**src/rtl/hl_pkg.sv**
```systemverilog
package hl_pkg;

    typedef enum logic [2:0] {
        HL_ADD = 3'd0,
        HL_SUB = 3'd1,
        HL_AND = 3'd2,
        HL_OR  = 3'd3,
        HL_XOR = 3'd4,
        HL_MUL = 3'd5
    } hl_op_e;

    // Number of passes needed to cover n items with k workers.
    function automatic int hl_passes(input int n, input int k);
        return (n + k - 1) / k;
    endfunction

    // Width of a counter that must hold values 0 .. n-1 (at least one bit).
    function automatic int hl_cnt_width(input int n);
        return (n > 1) ? $clog2(n) : 1;
    endfunction

endpackage

```
**src/rtl/hl_alu_lane.sv**
```systemverilog
module hl_alu_lane #(
    parameter int DW = 16
) (
    input  hl_pkg::hl_op_e  op,
    input  logic [DW-1:0]   a,
    input  logic [DW-1:0]   b,
    output logic [DW-1:0]   y
);
    import hl_pkg::*;

    always_comb begin
        unique case (op)
            HL_ADD:  y = a + b;
            HL_SUB:  y = a - b;
            HL_AND:  y = a & b;
            HL_OR:   y = a | b;
            HL_XOR:  y = a ^ b;
            default: y = '0;
        endcase
    end
endmodule

```
**src/rtl/hl_mul_group.sv**
```systemverilog
module hl_mul_group #(
    parameter int LANES     = 4,
    parameter int MUL_LANES = 2,
    parameter int DW        = 16,
    localparam int PASSES   = hl_pkg::hl_passes(LANES, MUL_LANES),
    localparam int CW       = hl_pkg::hl_cnt_width(PASSES)
) (
    input  logic [CW-1:0]                       pass_idx,
    input  logic [LANES-1:0][DW-1:0]            src_a,
    input  logic [LANES-1:0][DW-1:0]            src_b,
    output logic [MUL_LANES-1:0][LANES-1:0]     route,
    output logic [MUL_LANES-1:0][DW-1:0]        prod
);
    logic [MUL_LANES-1:0][DW-1:0] mul_a;
    logic [MUL_LANES-1:0][DW-1:0] mul_b;

    // Operand steering: multiplier j serves element pass_idx*MUL_LANES + j.
    always_comb begin
        for (int j = 0; j < MUL_LANES; j++) begin
            mul_a[j] = '0;
            mul_b[j] = '0;
            for (int i = 0; i < LANES; i++) begin
                route[j][i] = (i == int'(pass_idx) * MUL_LANES + j);
                if (route[j][i]) begin
                    mul_a[j] = mul_a[j] | src_a[i];
                    mul_b[j] = mul_b[j] | src_b[i];
                end
            end
        end
    end

    for (genvar j = 0; j < MUL_LANES; j++) begin : g_mul
        hl_mul_unit #(.DW(DW)) u_mul (
            .a (mul_a[j]),
            .b (mul_b[j]),
            .p (prod[j])
        );
    end
endmodule

```
**src/rtl/hl_mul_unit.sv**
```systemverilog
module hl_mul_unit #(
    parameter int DW = 16
) (
    input  logic [DW-1:0] a,
    input  logic [DW-1:0] b,
    output logic [DW-1:0] p
);
    // Low half of the product; wraps modulo 2^DW.
    assign p = a * b;
endmodule

```
**src/rtl/hl_result_merge.sv**
```systemverilog
module hl_result_merge #(
    parameter int LANES     = 4,
    parameter int MUL_LANES = 2,
    parameter int DW        = 16
) (
    input  logic [LANES-1:0][DW-1:0]        base,
    input  logic [MUL_LANES-1:0][LANES-1:0] route,
    input  logic [MUL_LANES-1:0][DW-1:0]    prod,
    output logic [LANES-1:0][DW-1:0]        merged
);
    // Result steering: each product returns to the element it was taken from.
    always_comb begin
        merged = base;
        for (int j = 0; j < MUL_LANES; j++) begin
            for (int i = 0; i < LANES; i++) begin
                if (route[j][i]) merged[i] = prod[j];
            end
        end
    end
endmodule

```
**src/rtl/hl_lane_array.sv**
```systemverilog
module hl_lane_array #(
    parameter int LANES     = 4,
    parameter int MUL_LANES = 2,
    parameter int DW        = 16,
    localparam int VLW      = $clog2(LANES + 1)
) (
    input  logic                  clk,
    input  logic                  rst,
    input  logic                  issue_valid,
    input  logic [2:0]            issue_op,
    input  logic [VLW-1:0]        issue_vlen,
    input  logic [LANES*DW-1:0]   issue_a,
    input  logic [LANES*DW-1:0]   issue_b,
    output logic                  stall,
    output logic [LANES*DW-1:0]   res_data,
    output logic [LANES-1:0]      res_valid,
    output logic                  instr_done
);
    import hl_pkg::*;

    localparam int PASSES = hl_passes(LANES, MUL_LANES);
    localparam int CW     = hl_cnt_width(PASSES);
    localparam logic [CW-1:0] LAST_PASS = CW'(PASSES - 1);

    hl_op_e                       op_in;
    logic [LANES-1:0][DW-1:0]     in_a, in_b;
    logic [VLW-1:0]               vl_in, vl_cur;
    logic [LANES-1:0]             mask_in, mask_cur;

    logic                         busy_q;
    logic [CW-1:0]                pass_q;
    logic [LANES-1:0][DW-1:0]     hold_a_q, hold_b_q, acc_q;
    logic [VLW-1:0]               vlen_q;
    logic [LANES-1:0][DW-1:0]     res_q;
    logic [LANES-1:0]             res_valid_q;
    logic                         done_q;

    logic                         accept, alu_accept, mul_accept, mul_active, last_pass;
    logic [CW-1:0]                pass_idx;
    logic [LANES-1:0][DW-1:0]     src_a, src_b, acc_base, acc_next;
    logic [LANES-1:0][DW-1:0]     alu_y, alu_masked, mul_masked;
    logic [MUL_LANES-1:0][LANES-1:0] route;
    logic [MUL_LANES-1:0][DW-1:0] prod;

    assign op_in = hl_op_e'(issue_op);
    assign in_a  = issue_a;
    assign in_b  = issue_b;
    assign vl_in = (issue_vlen > VLW'(LANES)) ? VLW'(LANES) : issue_vlen;

    // Issue control
    assign accept     = issue_valid && !busy_q;
    assign mul_accept = accept && (op_in == HL_MUL);
    assign alu_accept = accept && (op_in != HL_MUL);
    assign mul_active = mul_accept || busy_q;
    assign pass_idx   = busy_q ? pass_q : '0;
    assign last_pass  = (pass_idx == LAST_PASS);
    assign vl_cur     = busy_q ? vlen_q : vl_in;

    // The first pass runs straight from the issue operands; later passes use the held copy.
    assign src_a    = busy_q ? hold_a_q : in_a;
    assign src_b    = busy_q ? hold_b_q : in_b;
    assign acc_base = busy_q ? acc_q    : '0;

    for (genvar i = 0; i < LANES; i++) begin : g_lane
        hl_alu_lane #(.DW(DW)) u_alu (
            .op (op_in),
            .a  (in_a[i]),
            .b  (in_b[i]),
            .y  (alu_y[i])
        );
        assign mask_in[i]    = (VLW'(i) < vl_in);
        assign mask_cur[i]   = (VLW'(i) < vl_cur);
        assign alu_masked[i] = mask_in[i]  ? alu_y[i]    : '0;
        assign mul_masked[i] = mask_cur[i] ? acc_next[i] : '0;
    end

    hl_mul_group #(.LANES(LANES), .MUL_LANES(MUL_LANES), .DW(DW)) u_mgrp (
        .pass_idx (pass_idx),
        .src_a    (src_a),
        .src_b    (src_b),
        .route    (route),
        .prod     (prod)
    );

    hl_result_merge #(.LANES(LANES), .MUL_LANES(MUL_LANES), .DW(DW)) u_merge (
        .base   (acc_base),
        .route  (route),
        .prod   (prod),
        .merged (acc_next)
    );

    always_ff @(posedge clk) begin
        if (rst) begin
            busy_q      <= 1'b0;
            pass_q      <= '0;
            hold_a_q    <= '0;
            hold_b_q    <= '0;
            acc_q       <= '0;
            vlen_q      <= '0;
            res_q       <= '0;
            res_valid_q <= '0;
            done_q      <= 1'b0;
        end else begin
            done_q      <= 1'b0;
            res_valid_q <= '0;
            if (alu_accept) begin
                res_q       <= alu_masked;
                res_valid_q <= mask_in;
                done_q      <= 1'b1;
            end else if (mul_active) begin
                if (mul_accept) begin
                    hold_a_q <= in_a;
                    hold_b_q <= in_b;
                    vlen_q   <= vl_in;
                end
                if (last_pass) begin
                    res_q       <= mul_masked;
                    res_valid_q <= mask_cur;
                    done_q      <= 1'b1;
                    busy_q      <= 1'b0;
                    pass_q      <= '0;
                end else begin
                    acc_q  <= acc_next;
                    busy_q <= 1'b1;
                    pass_q <= pass_idx + CW'(1);
                end
            end
        end
    end

    assign stall      = busy_q;
    assign res_data   = res_q;
    assign res_valid  = res_valid_q;
    assign instr_done = done_q;

    // Assertions
    int unsigned stall_run;
    always_ff @(posedge clk) begin
        if (rst)        stall_run <= 0;
        else if (stall) stall_run <= stall_run + 1;
        else            stall_run <= 0;
    end

    assert_valid_with_done_R6: assert property (@(posedge clk) disable iff (rst)
        (res_valid != '0) |-> instr_done);

    assert_alu_one_cycle_R2: assert property (@(posedge clk) disable iff (rst)
        (issue_valid && !stall && issue_op != 3'd5) |=> instr_done);

    assert_stall_ends_done_R4: assert property (@(posedge clk) disable iff (rst)
        (stall) |=> (stall || instr_done));

    assert_done_not_stalled_R4: assert property (@(posedge clk) disable iff (rst)
        instr_done |-> !stall);

    assert_stall_bound_R4: assert property (@(posedge clk) disable iff (rst)
        stall_run <= PASSES - 1);

    assert_stall_after_mul_R5: assert property (@(posedge clk) disable iff (rst)
        $rose(stall) |-> !instr_done);

    if (PASSES > 1) begin : g_shared_chk
        assert_mul_stalls_R3: assert property (@(posedge clk) disable iff (rst)
            (issue_valid && !stall && issue_op == 3'd5) |=> (stall && !instr_done));
    end else begin : g_full_chk
        assert_never_stall_R9: assert property (@(posedge clk) disable iff (rst)
            !stall);
        assert_mul_fast_R9: assert property (@(posedge clk) disable iff (rst)
            (issue_valid && issue_op == 3'd5) |=> instr_done);
    end
endmodule

```
**config.mk**
```make
export PLATFORM = sky130hd
export DESIGN_NAME = hl_lane_array
export DESIGN_NICKNAME = d
export VERILOG_FILES = /design/src/rtl/hl_pkg.sv /design/src/rtl/hl_alu_lane.sv /design/src/rtl/hl_mul_group.sv /design/src/rtl/hl_mul_unit.sv /design/src/rtl/hl_result_merge.sv /design/src/rtl/hl_lane_array.sv
export SDC_FILE = /design/constraint.sdc
export NUM_CORES = 1
export LEC_CHECK = 0
export BUFFER_PORTS_ARGS = -buffer_cell sky130_fd_sc_hd__buf_2
export CORE_MARGIN = 2
export CORE_UTILIZATION = 55
export DETAILED_ROUTE_END_ITERATION = 10
export GPL_TIMING_DRIVEN = 0
export HOLD_SLACK_MARGIN = 0.15
export PLACE_DENSITY = 0.71
export SLEW_MARGIN = 20
export SYNTH_ARGS = -nofsm -noshare
export SYNTH_HDL_FRONTEND = slang
export SYNTH_SLANG_ARGS = --single-unit
```
**constraint.sdc**
```tcl
create_clock -name clk -period 9.7 [get_ports clk]
set_input_delay 2.425 -clock clk [delete_from_list [all_inputs] [get_ports clk]]
set_output_delay 2.425 -clock clk [all_outputs]
set_load 0.005 [all_outputs]
```
==> results of run 1 <==
[sequential cells by signal (all words and copies together) (netlist names)]
signal	count
acc_q	32
hold_a_q	32
hold_b_q	32
instr_done	1
res_data	64
res_valid	4
stall	1
vlen_q	3
[worst reg2reg max path, cell delays in order, from the launching register on]
cell,delay (ns)
dfxtp_1,0.49
buf_6,0.26
buf_6,0.23
buf_6,0.24
buf_6,0.20
clkbuf_1,0.46
clkbuf_1,0.57
nand2_1,0.14
o21ai_0,0.24
nand2_1,0.16
fa_1,0.54
fa_1,0.58
fa_1,0.46
fa_1,0.55
inv_1,0.05
fa_1,0.52
inv_1,0.07
fa_1,0.47
inv_1,0.05
ha_1,0.33
a21oi_1,0.18
nor2b_1,0.08
nor3_1,0.49
o21ai_0,0.27
xor2_1,0.61
a221oi_2,0.17
a211oi_2,0.25
[final timing paths]
kind,end,slack [ns],cells after the start
worst min-delay path,hold_b_q[62],0.46,2
worst min register to register,hold_b_q[62],0.46,2
worst max-delay path,res_data[47],0.74,21
worst max register to register,res_data[47],0.97,26
[power by group]
group | total (W) | internal, W | switching, W
combinational | 0.00417 | 0.00139 | 0.00278
clock | 0.000737 | 0.000398 | 0.000339
sequential | 0.000762 | 0.000736 | 0.0000263
[stage by stage]
step | utilization | hold WS (ns) | cells | instance area [µm²] | worst slack (ns)
finish | 0.615 | 0.456 | 3615 | 24500 | 0.741
global route | 0.615 | 0.482 | 3615 | 24500 | 0.499
CTS | 0.615 | 0.456 | 3608 | 24500 | 0.836
detailed placement | 0.599 | 0.448 | 3576 | 23900 | 0.411
global placement | 0.599 | 0.441 | 3576 | 23900 | 0.537
floorplan | - | 0.431 | 2848 | 22200 | 1.97
[layout make-up]
cell class                      count  area, µm²  share of cell area
Clock inverter                     14        174             0.00710
Multi-Input combinational cell   2163      16800               0.686
Clock buffer                       18        439              0.0179
Inverter                          378       1420              0.0579
Sequential cell                   169       3380               0.138
Timing Repair Buffer              203       1020              0.0415
Tap cell                          525        657              0.0268
Buffer                            138        597              0.0244
Antenna cell                        7       17.5            0.000715
[layout by cell type, fill, tap and decap left out, types with 16 or more instances in the layout]
master     count
a211oi_1      40
a21oi_1      201
a222oi_1      46
a31oi_1       23
buf_2        204
clkbuf_1     122
clkbuf_16     17
dfxtp_1      169
fa_1         164
ha_1         290
inv_1        377
mux2i_1       65
nand2_1      356
nand3_1       26
nor2_1       340
nor2b_1       18
nor3_1        31
o21a_1        16
o21ai_0      125
or2_2         35
xnor2_1      140
xor2_1        40
[per-layer routing]
| metal | global-route usage | part of all wire | vias up |
|---|---|---|---|
| met5 | 0 | 0 | - |
| met4 | 0.171 | 0.043 | 0 |
| met3 | 0.0800 | 0.13 | 247 |
| met2 | 0.639 | 0.42 | 1513 |
| met1 | 0.598 | 0.41 | 10700 |
| li1 | - | - | 9894 |
[cells by family (layout without fill, tap and decap cells)]
logic type / Yosys count / count (layout) / synth area share
multiplexers: 91 / 91 / 0.0447
AND/OR/NAND/NOR: 868 / 868 / 0.164
XOR/XNOR: 182 / 182 / 0.0731
adder cells (fa/ha/maj): 454 / 454 / 0.311
flip-flops: 169 / 169 / 0.152
buffers and inverters: 516 / 751 / 0.0908
AO/OA/AOI/OAI: 568 / 568 / 0.163
other: 0 / 7 / 0
==> impl_metrics.py, run 1 <==
metrics = {
    "run_status": {
        "run_status": "completed",
    },
    "floorplanning": {
        "start_util": 0.557,
        "fp.dieH_um": 205,
        "die_w_um": 205,
        "rows": 73,
        "dieArea_um2": 42000,
        "core_um2": 39800,
        "ios": 207,
    },
    "place": {
        "hpwl_mm": 73.3,
        "place_congestion": 1.00,
        "portBuffers": 203,
    },
    "setup_path": {
        "cp_top_family": "adder cells",
        "crit_chain": "buf_2, inv_1, o21ai_0, nand2_1, fa_1, fa_1, fa_1, fa_1, inv_1, fa_1, inv_1, fa_1, inv_1, ha_1, a21oi_1, nor2b_1, nor3_1, o21ai_0, xor2_1, a221oi_2, a211oi_2",
        "path_buf_inv": 5,
        "critPathMaxFanout": 6,
        "cp_data_arrival_time_ns": 9.33,
        "cp_common_cell": "fa_1",
        "cpMaxStageDelayCell": "o21ai_0",
        "max_stage_delay_ns": 0.75,
        "cp-end-kind": "register",
        "startpoint": "issue_b[1]",
        "r2r-start": "stall",
        "cp_data_required_time_ns": 10.08,
        "worst-setup-path-type": "input port to register",
        "worstSetupStartpointType": "input port",
    },
    "global_route": {
        "antenna_found_initial": 8,
        "grt_max_degree": 18,
        "grt_pass1_wl_mm": 131,
        "grt_pass1_vias": 21600,
        "overflow": 0,
        "grt_util_all_layers": 0.425,
    },
    "logic_synthesis": {
        "yosysTopAreaCellShare": 0.164,
        "syn-num-nets": 3439,
        "ys_seq_area_frac": 0.152,
        "synth_top_area_cell": "ha_1",
        "synth_area_um2": 22200,
        "synth.area.top_cells": "ha_1, dfxtp_1, fa_1",
        "synth_top_cells_by_count": "inv_1, nand2_1, nor2_1",
        "synth.avg_cell_area_um2": 7.79,
        "yosysMostFrequentCell": "inv_1",
        "ys.flop_type": "dfxtp_1",
        "ys_types": 70,
        "synth_edf_count": 0,
        "yosysWarnings": 0,
        "syn-instance-count": 2848,
        "async_reset_ff_frac": 0,
        "synth_seq_cells": 169,
    },
    "route": {
        "drt_first_pass_iters": 6,
        "routed_wl_mm": 89.5,
        "drcViolationCount": 0,
        "drtAntennaViolNets": 0,
        "drt-wirelength-per-cell_um": 24.8,
        "vias": 22300,
        "drtIter0Drc": 3019,
        "viasPerCell": 6.18,
    },
    "clocking": {
        "htree_levels": 4,
        "cts_setup_buffers": 0,
        "root_buffer": "clkbuf_16",
        "cts.sinks": 169,
        "cts_tree": "built",
        "cts.clk_slew.worst_paths_ns": 0.07,
        "postCtsHoldBufs": 0,
        "cts_inserted_buffers": 17,
        "cts_resized": 0,
        "clk_latency_ns": 0.46,
        "clock_path_buffers": 2,
    },
    "job": {
        "cap_viol_max_count": 0,
    },
    "power": {
        "ir_drop_mv": 0.284,
        "p_per_area_nw_per_um2": 231,
        "leakage_nw": 11.3,
        "power.total_w": 0.00567,
    },
    "finish": {
        "layout-drive-gt1-share": 0.103,
        "fillCellCount": 3790,
        "nets": 3661,
        "area_growth_pct": 10.4,
    },
    "sta": {
        "fin_setup_tns_ns": 0,
        "setup_viol": 0,
        "period_minus_slack_ns": 8.96,
        "period_share": 0.924,
        "maxSlewViolCount": 0,
        "max_freq_ghz": 0.112,
        "rsz0062_at_grt": "no",
        "tightest_slew_ns": 1.20,
        "skew_ns": 0.0153,
        "relSlewSlack": 0.200,
        "finalHoldViolCount": 0,
    },
    "worst_hold_path": {
        "hp-class": "register to register",
        "hp-start": "hold_b_q[62]",
    },
}
Note: power is estimated with default switching activity, not from simulation.
==> run 2: changes to the inputs <==
--- a/config.mk
+++ b/config.mk
@@ -7,11 +7,11 @@
 export LEC_CHECK = 0
 export BUFFER_PORTS_ARGS = -buffer_cell sky130_fd_sc_hd__buf_2
 export CORE_MARGIN = 2
-export CORE_UTILIZATION = 55
+export CORE_UTILIZATION = 47
 export DETAILED_ROUTE_END_ITERATION = 10
 export GPL_TIMING_DRIVEN = 0
 export HOLD_SLACK_MARGIN = 0.15
-export PLACE_DENSITY = 0.71
+export PLACE_DENSITY = 0.62
 export SLEW_MARGIN = 20
 export SYNTH_ARGS = -nofsm -noshare
 export SYNTH_HDL_FRONTEND = slang
==> impl_metrics.py, run 2 (synthesis gave the netlist of run 1 again) <==
metrics = {
    "setup_path": {
        "cp_data_arrival_time_ns": 9.39,
        "cpMaxStageDelayCell": "o21ai_0",
        "critPathMaxFanout": 6,
        "worstSetupStartpointType": "input port",
        "worst-setup-path-type": "input port to register",
        "crit_chain": "buf_2, inv_1, o21ai_0, nand2_1, fa_1, fa_1, fa_1, fa_1, inv_1, fa_1, inv_1, fa_1, inv_1, ha_1, a21oi_1, nor2b_1, nor3_1, o21ai_0, xor2_1, a221oi_2, a211oi_2",
        "cp-end-kind": "register",
        "max_stage_delay_ns": 0.82,
        "cp_top_family": "adder cells",
        "cp_data_required_time_ns": 10.08,
        "cp_common_cell": "fa_1",
        "path_buf_inv": 5,
    },
    "floorplanning": {
        "fp.dieH_um": 221,
        "die_w_um": 221,
        "rows": 79,
        "start_util": 0.477,
        "core_um2": 46600,
        "ios": 207,
        "dieArea_um2": 49000,
    },
    "clocking": {
        "cts_setup_buffers": 0,
        "root_buffer": "clkbuf_16",
        "cts.clk_slew.worst_paths_ns": 0.08,
        "cts_resized": 0,
        "htree_levels": 4,
        "clk_latency_ns": 0.47,
        "cts_tree": "built",
        "cts.sinks": 169,
        "clock_path_buffers": 2,
        "postCtsHoldBufs": 0,
        "cts_inserted_buffers": 17,
    },
    "place": {
        "dpl_cell_area_um2": 24000,
        "place_congestion": 1.00,
        "hpwl_mm": 75.6,
        "portBuffers": 203,
        "placedCellCount": 3658,
    },
    "route": {
        "drcViolationCount": 0,
        "drtAntennaViolNets": 0,
        "drt-wirelength-per-cell_um": 24.8,
        "routed_wl_mm": 91.7,
        "drtIter0Drc": 2490,
        "vias": 21900,
        "drt_first_pass_iters": 7,
        "viasPerCell": 5.93,
    },
    "run_status": {
        "run_status": "completed",
    },
    "power": {
        "intPower_w": 0.00250,
        "leakage_nw": 11.3,
        "pwr-share-comb": 0.735,
        "p_per_area_nw_per_um2": 231,
        "power_switching_w": 0.00318,
        "ir_drop_mv": 0.868,
        "swShare": 0.560,
        "power_frac_clock": 0.130,
        "sequentialPowerShare": 0.134,
    },
    "global_route": {
        "grt_util_all_layers": 0.367,
        "antenna_found_initial": 7,
        "grt_pass1_vias": 21100,
        "grt_pass1_wl_mm": 134,
        "overflow": 0,
        "grt_max_degree": 19,
    },
    "finish": {
        "layout_commonest_cell": "inv_1",
        "final_cell_mix": "inv_1, nand2_1, nor2_1",
        "largest_reg_flops": 64,
        "final_cell_area_um2": 24600,
        "nets": 3661,
        "postLayoutCoreUtil": 0.528,
        "layout-drive-gt1-share": 0.103,
        "post_layout_nonfiller_instances": 3696,
        "area_growth_pct": 10.8,
    },
    "sta": {
        "maxSlewViolCount": 0,
        "rsz0062_at_grt": "no",
        "period_minus_slack_ns": 9.01,
        "skew_ns": 0.0165,
        "max_freq_ghz": 0.111,
        "tightest_slew_ns": 1.12,
        "finalHoldViolCount": 0,
        "period_share": 0.929,
        "setup_viol": 0,
        "timing.hold.ws_ns": 0.457,
        "fin_setup_tns_ns": 0,
        "relSlewSlack": 0.255,
    },
    "job": {
        "cap_viol_max_count": 0,
    },
    "worst_hold_path": {
        "hp-class": "register to register",
    },
}
[run 2: cell types whose count changed in the layout (fill, tap and decap cells not counted), sizes merged]
cell,delta
bufinv,-1
clkinv,+4
clkinvlp,-3
diode,-1
[run 2: path summary, 6_finish.rpt]
kind / start / endpoint / slack, ns / cells after the start
worst min-delay path: hold_b_q[43] / hold_b_q[43] / 0.46 / 2
worst max-delay path: issue_b[1] / res_data[47] / 0.69 / 21
worst max register to register: stall / res_data[47] / 0.98 / 26
worst min register to register: hold_b_q[43] / hold_b_q[43] / 0.46 / 2
[run 2: final cells by class]
type | count | area (µm²)
Fill cell | 4541 | 22000
Multi-Input combinational cell | 2163 | 16800
Sequential cell | 169 | 3380
Inverter | 378 | 1420
Timing Repair Buffer | 203 | 1020
Tap cell | 607 | 759
Buffer | 138 | 597
Clock buffer | 18 | 439
Clock inverter | 14 | 176
Antenna cell | 6 | 15.0
[run 2: worst min-delay path, delay by kind of cell (launching register included)]
kind | cells | cell delay, ns
compound gates | 1 | 0.05
simple gates | 1 | 0.05
flops | 1 | 0.31
[run 2: power groups by stage]
| stage | registers, W | clock network [W] | logic [W] |
|---|---|---|---|
| 3_3_place_gp | 0.000776 | 0 | 0.00398 |
| 4_1_cts | 0.000761 | 0.000741 | 0.00407 |
| 6_report | 0.000762 | 0.000740 | 0.00417 |
| 3_5_place_dp | 0.000777 | 0 | 0.00403 |
| 5_1_grt | 0.000766 | 0.000765 | 0.00449 |
| 2_1_floorplan | 0.000771 | 0 | 0.00243 |
[run 2: metal layers]
layer,vias to the layer above,part of all wire,track usage
li1,9903,-,-
met1,10600,0.43,0.516
met2,1195,0.43,0.565
met3,174,0.10,0.0651
met4,2,0.032,0.127
met5,-,0.00012,0
[run 2: metrics by stage]
step | setup slack [ns] | power (W)
finish | 0.692 | 0.00568
global route | 0.449 | 0.00602
CTS | 0.746 | 0.00557
detailed placement | 0.309 | 0.00481
global placement | 0.378 | 0.00476
floorplan | 1.97 | 0.00320
